`src/rtl/prio_chain_pkg.sv`:
```
package prio_chain_pkg;
  localparam int DEF_STAGES = 4;
  localparam int DEF_VEC_W  = 8;

  // Stage decision derived from the grant token and the pending flag.
  typedef enum logic [1:0] {
    ST_BLOCKED = 2'b00,
    ST_PASS    = 2'b01,
    ST_CLAIM   = 2'b10
  } stage_dec_e;

  function automatic stage_dec_e decide(input logic pri_in, input logic pend);
    if (!pri_in)    return ST_BLOCKED;
    else if (!pend) return ST_PASS;
    else            return ST_CLAIM;
  endfunction
endpackage

```
`src/rtl/chain_stage.sv`:
```
module chain_stage
  import prio_chain_pkg::*;
#(
  parameter int VEC_W = DEF_VEC_W
) (
  input  logic             clk,
  input  logic             rst_n,
  input  logic             dev_req,
  input  logic             pri_in,
  input  logic [VEC_W-1:0] vec_in,
  output logic             pend,
  output logic             pri_out,
  output logic             en,
  output logic [VEC_W-1:0] vec_gated
);
  stage_dec_e dec;

  always_comb begin
    dec     = decide(pri_in, pend);
    pri_out = (dec == ST_PASS);
    en      = (dec == ST_CLAIM);
    vec_gated = en ? vec_in : '0;
  end

  // Set/reset flag: a new request dominates the clear on service.
  always_ff @(posedge clk) begin
    if (!rst_n)        pend <= 1'b0;
    else if (dev_req)  pend <= 1'b1;
    else if (en)       pend <= 1'b0;
  end

  p_set_r2: assert property (@(posedge clk) disable iff (!rst_n)
    dev_req |=> pend);
  p_clear_r8: assert property (@(posedge clk) disable iff (!rst_n)
    (en && !dev_req) |=> !pend);
  p_keep_r10: assert property (@(posedge clk) disable iff (!rst_n)
    (!en && !dev_req) |=> $stable(pend));
endmodule

```
`src/rtl/vec_combiner.sv`:
```
module vec_combiner
  import prio_chain_pkg::*;
#(
  parameter int NUM_STAGES = DEF_STAGES,
  parameter int VEC_W      = DEF_VEC_W
) (
  input  logic [NUM_STAGES*VEC_W-1:0] gated,
  output logic [VEC_W-1:0]            bus
);
  always_comb begin
    bus = '0;
    for (int i = 0; i < NUM_STAGES; i++) bus |= gated[i*VEC_W +: VEC_W];
  end
endmodule

```
`src/rtl/prio_chain.sv`:
```
module prio_chain
  import prio_chain_pkg::*;
#(
  parameter int NUM_STAGES = DEF_STAGES,
  parameter int VEC_W      = DEF_VEC_W
) (
  input  logic                        clk,
  input  logic                        rst_n,
  input  logic [NUM_STAGES-1:0]       dev_req,
  input  logic                        int_ack,
  input  logic [NUM_STAGES*VEC_W-1:0] vec_const,
  output logic                        int_req,
  output logic [VEC_W-1:0]            vec_bus,
  output logic [NUM_STAGES-1:0]       vec_en,
  output logic [NUM_STAGES-1:0]       prio_out
);
  localparam int BUS_BITS = NUM_STAGES * VEC_W;

  logic [NUM_STAGES:0]   token;
  logic [NUM_STAGES-1:0] pend;
  logic [BUS_BITS-1:0]   gated;

  assign token[0] = int_ack;

  for (genvar g = 0; g < NUM_STAGES; g++) begin : g_stage
    chain_stage #(.VEC_W(VEC_W)) u_stage (
      .clk      (clk),
      .rst_n    (rst_n),
      .dev_req  (dev_req[g]),
      .pri_in   (token[g]),
      .vec_in   (vec_const[g*VEC_W +: VEC_W]),
      .pend     (pend[g]),
      .pri_out  (token[g+1]),
      .en       (vec_en[g]),
      .vec_gated(gated[g*VEC_W +: VEC_W])
    );
  end

  assign prio_out = token[NUM_STAGES:1];
  assign int_req  = |pend;

  vec_combiner #(.NUM_STAGES(NUM_STAGES), .VEC_W(VEC_W)) u_comb (
    .gated(gated),
    .bus  (vec_bus)
  );

  p_single_r5: assert property (@(posedge clk) disable iff (!rst_n)
    $onehot0(vec_en));
  p_idle_r3: assert property (@(posedge clk) disable iff (!rst_n)
    !int_ack |-> (vec_en == '0 && prio_out == '0));
  p_served_r6: assert property (@(posedge clk) disable iff (!rst_n)
    (int_ack && int_req) |-> (vec_en != '0));
  p_quiet_bus_r7: assert property (@(posedge clk) disable iff (!rst_n)
    (vec_en == '0) |-> (vec_bus == '0));
endmodule

```
`config.mk`:
```
export PLATFORM = sky130hd
export DESIGN_NAME = prio_chain
export DESIGN_NICKNAME = d
export VERILOG_FILES = /design/src/rtl/prio_chain_pkg.sv /design/src/rtl/chain_stage.sv /design/src/rtl/vec_combiner.sv /design/src/rtl/prio_chain.sv
export SDC_FILE = /design/constraint.sdc
export NUM_CORES = 1
export LEC_CHECK = 0
export BUFFER_PORTS_ARGS = -buffer_cell sky130_fd_sc_hd__buf_2
export CORE_UTILIZATION = 29
export CTS_CLUSTER_DIAMETER = 150
export CTS_CLUSTER_SIZE = 30
export DETAILED_ROUTE_END_ITERATION = 8
export GPL_TIMING_DRIVEN = 0
export PLACE_DENSITY_LB_ADDON = 0.2
export SYNTH_ARGS = -nofsm -noshare
export SYNTH_HDL_FRONTEND = slang
export SYNTH_HIERARCHICAL = 1
export SYNTH_SLANG_ARGS = --single-unit
export TNS_END_PERCENT = 1
```
`constraint.sdc`:
```
create_clock -name clk -period 1.7 [get_ports clk]
set_input_delay 0.085 -clock clk [delete_from_list [all_inputs] [get_ports clk]]
set_output_delay 0.085 -clock clk [all_outputs]
set_load 0.1 [all_outputs]
```
# Yosys cells after proc, flatten, opt, wreduce, memory -nomap -nowiden
# Cells that the tools add are included.
[word_totals] regBits=4 input_bits=39 out_inout_bits=17 elab_cells=40
[classes] eq_ne=8 n_mux=20 n_bitwise=3 reduce_logical=5
[op_table] op="two-way mux 8 bit" count=4
[op_table] op="bitwise OR 8 bit" count=3
[op_table] op="two-way mux 2 bit" count=8
[op_table] op="== test 2 x 1 -> 1 bit (second input constant)" count=4
[op_table] op="== test 2 bit (second input constant)" count=4
[op_table] op="two-way mux 1 bit" count=8
[op_table] op="nonzero test 2 bit" count=4
[op_table] op="OR reduction 4 bit" count=1

# Depth between registers and ports, before layout
# Gate-level depths: netlist (run 1).
[logic_depth] ltp_word=11 ltp_mapped=9 mapped_depth_nobuf=5

# Modules after synthesis
# Netlist (run 1), hierarchy kept.
[modules_own_cells] mod="chain_stage" instances=4 cells_each=15 area_per_inst_um2=106.4 seq_area_each_um2=20.0
[modules_own_cells] mod="vec_combiner" instances=1 cells_each=8 area_per_inst_um2=60.1 seq_area_each_um2=0.0
[modules_own_cells] mod="prio_chain" instances=1 cells_each=1 area_per_inst_um2=7.5 seq_area_each_um2=0.0

# Worst setup path before layout (run 1)
# OpenSTA, ideal clock, no wires.
[synth_path] kind="register to output" startpoint="register g_stage[0].u_stage.pend" endpoint="output port prio_out[3]" t_arrival_ps=7173 required_ps=1615 setup_slack_ps=-5558 path_stages_with_launch=9 path_buffers=4 cell_sequence="dfxtp_1 > buf_2 > nor2b_1 > buf_2 > nor2b_1 > buf_2 > nor2b_1 > buf_2 > nor2b_1"
[synth_between] elab_chain_cells=9
[synth_lines] item="from (decl)" line_no="chain_stage.sv:11" text="output logic pend,"
[synth_lines] item="from (signal assigned)" line_no="chain_stage.sv:27" text="if (!rst_n) pend <= 1'b0;"
[synth_lines] item="from (signal assigned)" line_no="chain_stage.sv:28" text="else if (dev_req) pend <= 1'b1;"
[synth_lines] item="from (signal assigned)" line_no="chain_stage.sv:29" text="else if (en) pend <= 1'b0;"
[synth_lines] item="two-way mux 2 bit" line_no="prio_chain_pkg.sv:14" text="else if (!pend) return ST_PASS;"
[synth_lines] item="two-way mux 2 bit" line_no="prio_chain_pkg.sv:13" text="if (!pri_in) return ST_BLOCKED;"
[synth_lines] item="== test 2 x 1 -> 1 bit" line_no="chain_stage.sv:20" text="pri_out = (dec == ST_PASS);"
[synth_lines] item="via prio_out[0]" line_no="prio_chain.sv:15" text="output logic [NUM_STAGES-1:0] prio_out"
[synth_lines] item="two-way mux 2 bit" line_no="prio_chain_pkg.sv:13"
[synth_lines] item="== test 2 x 1 -> 1 bit" line_no="chain_stage.sv:20"
[synth_lines] item="via prio_out[1]" line_no="prio_chain.sv:15"
[synth_lines] item="two-way mux 2 bit" line_no="prio_chain_pkg.sv:13"
[synth_lines] item="== test 2 x 1 -> 1 bit" line_no="chain_stage.sv:20"
[synth_lines] item="via prio_out[2]" line_no="prio_chain.sv:15"
[synth_lines] item="two-way mux 2 bit" line_no="prio_chain_pkg.sv:13"
[synth_lines] item="== test 2 x 1 -> 1 bit" line_no="chain_stage.sv:20"
[synth_lines] item="to (decl)" line_no="prio_chain.sv:15"
# The timed path passes the listed nets, and every way through them passes these cells.

# Final worst setup path (run 1)
[layout_path] startpoint="register g_stage[0].u_stage.pend" endpoint="output port vec_bus[2]"
[layout_between] elab_chain_cells=11 elab_cells_between_ends=19 classes_between="7 x eq/ne; 9 x mux; 3 x bitwise"
[layout_lines] item="two-way mux 2 bit" line_no="prio_chain_pkg.sv:14"
[layout_lines] item="two-way mux 2 bit" line_no="prio_chain_pkg.sv:13"
[layout_lines] item="== test 2 x 1 -> 1 bit" line_no="chain_stage.sv:20"
[layout_lines] item="two-way mux 2 bit" line_no="prio_chain_pkg.sv:13"
[layout_lines] item="== test 2 x 1 -> 1 bit" line_no="chain_stage.sv:20"
[layout_lines] item="two-way mux 2 bit" line_no="prio_chain_pkg.sv:13"
[layout_lines] item="== test 2 x 1 -> 1 bit" line_no="chain_stage.sv:20"
[layout_lines] item="two-way mux 2 bit" line_no="prio_chain_pkg.sv:13"
[layout_lines] item="== test 2 bit" line_no="chain_stage.sv:21" text="en = (dec == ST_CLAIM);"
[layout_lines] item="two-way mux 8 bit" line_no="chain_stage.sv:22" text="vec_gated = en ? vec_in : '0;"
[layout_lines] item="via gated[26]" line_no="prio_chain.sv:21" text="logic [BUS_BITS-1:0] gated;"
[layout_lines] item="bitwise OR 8 bit" line_no="vec_combiner.sv:12" text="for (int i = 0; i < NUM_STAGES; i++) bus |= gated[i*VEC_W +: VEC_W];"
[layout_lines] item="to (decl)" line_no="prio_chain.sv:13" text="output logic [VEC_W-1:0] vec_bus,"
# The timed path passes the listed nets, and every way through them passes these cells.

==> out/metrics.cfg, run 1 <==
[synth]
synthTopCellsByCount=and3_1 (32), or4_1 (9), buf_2 (8), nor2b_1 (8)
ys_ff_latch=4
syn_area_um2=493
synthFlopType=dfxtp_1
synth.most_common_cell=and3_1
yosys.area.top_type_share=0.406
synth_seq_area_share=0.162
async_flop_share=0
ys_types=7
netlist_instances=69
syn-num-nets=108
synth_top_cell_by_area=and3_1
synth.avg_cell_area_um2=7.14
synth.top_cells.by_area=and3_1 (41%), dfxtp_1 (16%), or4_1 (14%)
synth-edff-count=0
ys_warn_count=6

[timing]
final_max_slew_viol_count=0
fin_crit_sh=1.12
hold_viol_final=0
fmax_mhz=526
rsz0062_at_grt=yes
setup_slack_ns=-0.200
hold_ws_ns=0.0660
fin_tns_setup_ns=-1.15
tightestPinTransition_ns=0.487
fin_skew_ns=0.00100
slew_headroom=0.677
setup_viol=8
period_minus_slack_ns=1.90

[layout]
final_util=0.690
final_nets=172
largest_register_ffs=4
post_route_cells_drive_above_1_share=0.656
top_regs=g_stage.u_stage/pend (4)
fillers=141
area_delta_synth_final_pct=116
multi_input_area_um2=444
seqCellArea_um2=83.8
num_antenna_cells=0
top_register=g_stage.u_stage/pend

[grt]
grt_pass1_vias=723
overflow=0
antenna_found_initial=0
grt_pass1_wl_um=2970
global_route.usage.total=0.204
grt_max_degree=12

[setup_path]
endpoint_kind=output port
crit_top_cell=nor2b_4
slowest_stage=or4_4
ff2ff_setup_slack_ns=0.51
crit_path_cell_trace=nor2b_4 -> nor2b_4 -> nor2b_4 -> buf_6 -> and3_4 -> or4_4 -> buf_12
slowest_delay_ns=0.49
cp.arrival_ns=1.81
crit_required_ns=1.62
worstSetupPathType=reg -> out
crit_buf_inv=2
start_kind=register
critical_path.max_fanout=4
critical-path-top-delay-family=simple AND/OR/NAND/NOR gates

[floorplanning]
die_w_um=43.2
start_util=0.320
die_area_um2=1870
fp.dieH_um=43.2
io_pins=56
rows=14
core_area_um2=1540

[clock_tree]
clk_pin_slew_ns=0.04
htree_levels=1
clock_latency_ns=0.23
ctsRootBufferMaster=clkbuf_4
cts_buffers=3
cts_hold_buf=0
cts_buffer_depth=2
cts_tree=built
cts_sinks=4

[route]
drtIter0Drc=13
num_vias=767
routed.top_layer=met3
wl_met2_um=919
met1_length_um=734
viasPerCell=5.22
firstDrtPassIters=4
drcViolationCount=0
antenna_left=0
route.met3.wl_um=158
wirelength_um=1810
wl_per_cell_um=12.3

[power_and_ir_drop]
power_leakage_uw=0.000655
p_total_uw=689
power.density_nw_per_um2=647
ir_worst_vdd_v=0.000520

[placed_design]
gp_congestion=0.734
dp_slack_ns=-0.462
numPortBuffers=55

[run_status]
status=finished, violations left
violations=negative setup slack

[flow_run]
maxCapViolations=0

[hold_path]
hold_path_class=in -> reg

[layout make-up]
| type | count | share of cell area |
|---|---|---|
| repair buffers | 62 | 0.428 |
| clock buffers | 3 | 0.0212 |
| flip-flops and latches | 4 | 0.0788 |
| well taps | 16 | 0.0188 |
| plain buffers | 5 | 0.0353 |
| multi-input cells | 57 | 0.418 |
[metal layers]
| layer | up-vias | track usage |
|---|---|---|
| met1 | 345 | 0.258 |
| met2 | 42 | 0.361 |
| met4 | 0 | 0.0606 |
| met5 | - | 0 |
| li1 | 380 | - |
| met3 | 0 | 0.0170 |
[cells in the final DEF (no fill, tap or decap), drive strengths merged]
cell | netlist | layout
clkbuf | 0 | 3
or4 | 9 | 9
and2 | 4 | 4
o21a | 4 | 4
and3 | 32 | 32
dfxtp | 4 | 4
buf | 8 | 67
nor2b | 8 | 8
[metrics by stage]
step / cells / cell area [um^2]
5_1_grt: 147 / 1060
3_3_place_gp: 140 / 876
2_1_floorplan: 69 / 581
4_1_cts: 146 / 1020
6_report: 147 / 1060
3_5_place_dp: 140 / 876
[path summary, 6_finish.rpt]
| kind | start | to | cells past startpoint |
|---|---|---|---|
| worst max register to register | g_stage[0].u_stage/pend$_SDFFE_PN0P_ | g_stage[3].u_stage/pend$_SDFFE_PN0P_ | 6 |
| worst min-delay path | dev_req[2] | g_stage[2].u_stage/pend$_SDFFE_PN0P_ | 2 |
| worst max-delay path | g_stage[0].u_stage/pend$_SDFFE_PN0P_ | vec_bus[2] | 7 |
| worst min register to register | g_stage[2].u_stage/pend$_SDFFE_PN0P_ | g_stage[2].u_stage/pend$_SDFFE_PN0P_ | 2 |
[power breakdown]
group | switching (uW) | internal [uW] | total, uW
Sequential | 4.88 | 101 | 106
Clock | 33.3 | 78.6 | 112
Combinational | 300 | 171 | 471
[cells by family (layout without fill, tap and decap cells)]
family                 Yosys count  after routing  share of synthesized area
AOI/OAI and AO/OA                4              4                     0.0609
and+or+nand+nor                 53             53                      0.695
buffers and inverters            8             70                     0.0812
DFF                              4              4                      0.162
[repair_timing]
item | 4_1_cts | 5_1_grt
resized for setup | 32 | 10
gates cloned | 1 | 0
setup endpoints to repair | 12 | 11
hold endpoints to repair | 0 | 0
setup buffers | 4 | 2
pin swaps | 2 | 2
No activity file was read; power rests on OpenSTA's default activity.
==> inputs of run 2 (changes only) <==
--- a/config.mk
+++ b/config.mk
@@ -5,7 +5,7 @@
 export SDC_FILE = /design/constraint.sdc
 export NUM_CORES = 1
 export LEC_CHECK = 0
-export BUFFER_PORTS_ARGS = -buffer_cell sky130_fd_sc_hd__buf_2
+export BUFFER_PORTS_ARGS = -buffer_cell sky130_fd_sc_hd__buf_4
 export CORE_UTILIZATION = 29
 export CTS_CLUSTER_DIAMETER = 150
 export CTS_CLUSTER_SIZE = 30
==> out/metrics.cfg, run 2 (synthesis gave the netlist of run 1 again) <==
[layout]
final_common_cell=buf_4
top_regs=g_stage.u_stage/pend (4)
area_delta_synth_final_pct=142
top_register=g_stage.u_stage/pend
num_antenna_cells=0  ; unchanged
final_nets=173  ; +0.58%
final_util=0.774  ; +0.0844
largest_register_ffs=4  ; unchanged
post_route_cells_drive_above_1_share=0.659  ; +0.00260
fillers=115  ; -18%
mostFrequentLayoutCells=buf_4 (50), and3_1 (30), or4_4 (8)

[route]
wirelength_um=2160  ; +19%
drtIter0Drc=13  ; unchanged
antenna_left=0  ; unchanged
firstDrtPassIters=4  ; unchanged
num_vias=794  ; +3.5%
drcViolationCount=0  ; unchanged
wl_per_cell_um=14.6  ; +19%
viasPerCell=5.36  ; +2.8%

[floorplanning]
start_util=0.320  ; unchanged
io_pins=56  ; unchanged
rows=14  ; unchanged
core_area_um2=1540  ; unchanged
die_w_um=43.2  ; unchanged
fp.dieH_um=43.2  ; unchanged
die_area_um2=1870  ; unchanged

[grt]
global_route.usage.total=0.247  ; +0.0430
grt_pass1_wl_um=3460  ; +16%
grt_max_degree=12  ; unchanged
overflow=0  ; unchanged
grt_pass1_vias=796  ; +10%
antenna_found_initial=0  ; unchanged

[power_and_ir_drop]
ir_worst_vdd_v=0.000456  ; -12%
power.density_nw_per_um2=615  ; -5.0%
p_total_uw=734  ; +6.6%
power_leakage_uw=0.000700  ; +6.8%

[clock_tree]
cts_hold_buf=0  ; unchanged
clock_latency_ns=0.23  ; about the same
htree_levels=1  ; unchanged
ctsRootBufferMaster=clkbuf_4
cts_sinks=4  ; unchanged
cts_tree=built
cts_buffers=3  ; unchanged
cts_buffer_depth=2  ; unchanged
clk_pin_slew_ns=0.04  ; about the same

[setup_path]
endpoint_kind=output port
critical_path.max_fanout=5  ; +1
cp.arrival_ns=1.85  ; +0.04 ns
r2r_cells=6  ; unchanged
crit_required_ns=1.62  ; about the same
worstSetupPathType=reg -> out
critical_path.startpoint=g_stage[0].u_stage/pend$_SDFFE_PN0P_
start_kind=register
reg2reg_from=g_stage[0].u_stage/pend$_SDFFE_PN0P_
ff2ff_setup_slack_ns=0.44  ; -0.07 ns
rr_endpoint=g_stage[3].u_stage/pend$_SDFFE_PN0P_

[flow_run]
maxCapViolations=0  ; unchanged

[timing]
slew_headroom=0.815  ; +0.138
fmax_mhz=517  ; -1.7%
hold_ws_ns=0.0734  ; +0.00742 ns
setup_slack_ns=-0.233  ; -0.0330 ns
tightestPinTransition_ns=0.279  ; -0.208 ns
final_max_slew_viol_count=0  ; unchanged
rsz0062_at_grt=yes
period_minus_slack_ns=1.93  ; +0.0330 ns
fin_crit_sh=1.14  ; +0.0194
hold_viol_final=0  ; unchanged
setup_viol=8  ; unchanged
fin_skew_ns=0.00599  ; +0.00499 ns
fin_tns_setup_ns=-1.44  ; -0.290 ns

[placed_design]
gp_congestion=0.728  ; -0.86%
numPortBuffers=55  ; unchanged
dp_hpwl_um=1520
dp_slack_ns=-0.443  ; +0.0192 ns

[run_status]
status=finished, violations left
violations=negative setup slack

[hold_path]
hold_path_class=in -> reg
hold_depth=2  ; unchanged
hold_path_end=g_stage[1].u_stage/pend$_SDFFE_PN0P_
min_from=dev_req[1]

[run 2: cell count changes in the layout (fill, tap and decap cells not counted)]
cell    change
and2_2      -1
and2_4      +1
buf_2      -44
buf_4      +43
buf_6       +1
buf_8       +1
[run 2: metal layers]
layer,GRT usage,part of all wire,up-vias
li1,-,-,380
met1,0.273,0.38,370
met2,0.448,0.55,42
met3,0.0340,0.061,2
met4,0.127,0.010,0
met5,0,0,-
[run 2: stage by stage]
| step | instances | cell area, um^2 |
|---|---|---|
| finish | 148 | 1190 |
| floorplan | 69 | 581 |
| global route | 148 | 1190 |
| global placement | 140 | 1010 |
| detailed placement | 140 | 1010 |
| CTS | 148 | 1180 |
[run 2: area by class of cell]
type,count,area [um^2],share of cell area
Buffer,5,37.5,0.0314
Clock buffer,3,22.5,0.0189
Multi-Input combinational cell,57,445,0.373
Sequential cell,4,83.8,0.0702
Tap cell,16,20.0,0.0168
Timing Repair Buffer,63,584,0.490
[run 2: how the worst max path moves through the flow]
| stage | end | slack, ns | cells past startpoint |
|---|---|---|---|
| 2_1_floorplan | prio_out[3] | -1.58 | 8 |
| 3_3_place_gp | vec_bus[6] | -0.41 | 11 |
| 3_5_place_dp | vec_bus[6] | -0.44 | 10 |
| 4_1_cts | vec_bus[0] | -0.27 | 8 |
| 5_1_grt | vec_bus[5] | -0.28 | 7 |
| 6_report | vec_bus[5] | -0.23 | 7 |
[run 2: where the power goes]
part,switching (uW),internal [uW],leakage (uW)
combinational,305,207,0.000652
sequential,5.28,101,0.0000340
clock,37.4,78.8,0.0000138
total,348,386,0.000700
[run 2: timing repair]
action                                  CTS  global route
pin swaps                                 1             1
gates resized for setup                  29             6
gates cloned                              1             0
setup buffers                             6             1
endpoints found under the setup margin   12            11
[run 2: critical path: stages (launching register included)]
cell	delay, ns
dfxtp_4	0.36
nor2b_4	0.04
nor2b_4	0.12
nor2b_4	0.13
buf_6	0.13
and3_4	0.15
or4_4	0.49
buf_12	0.18
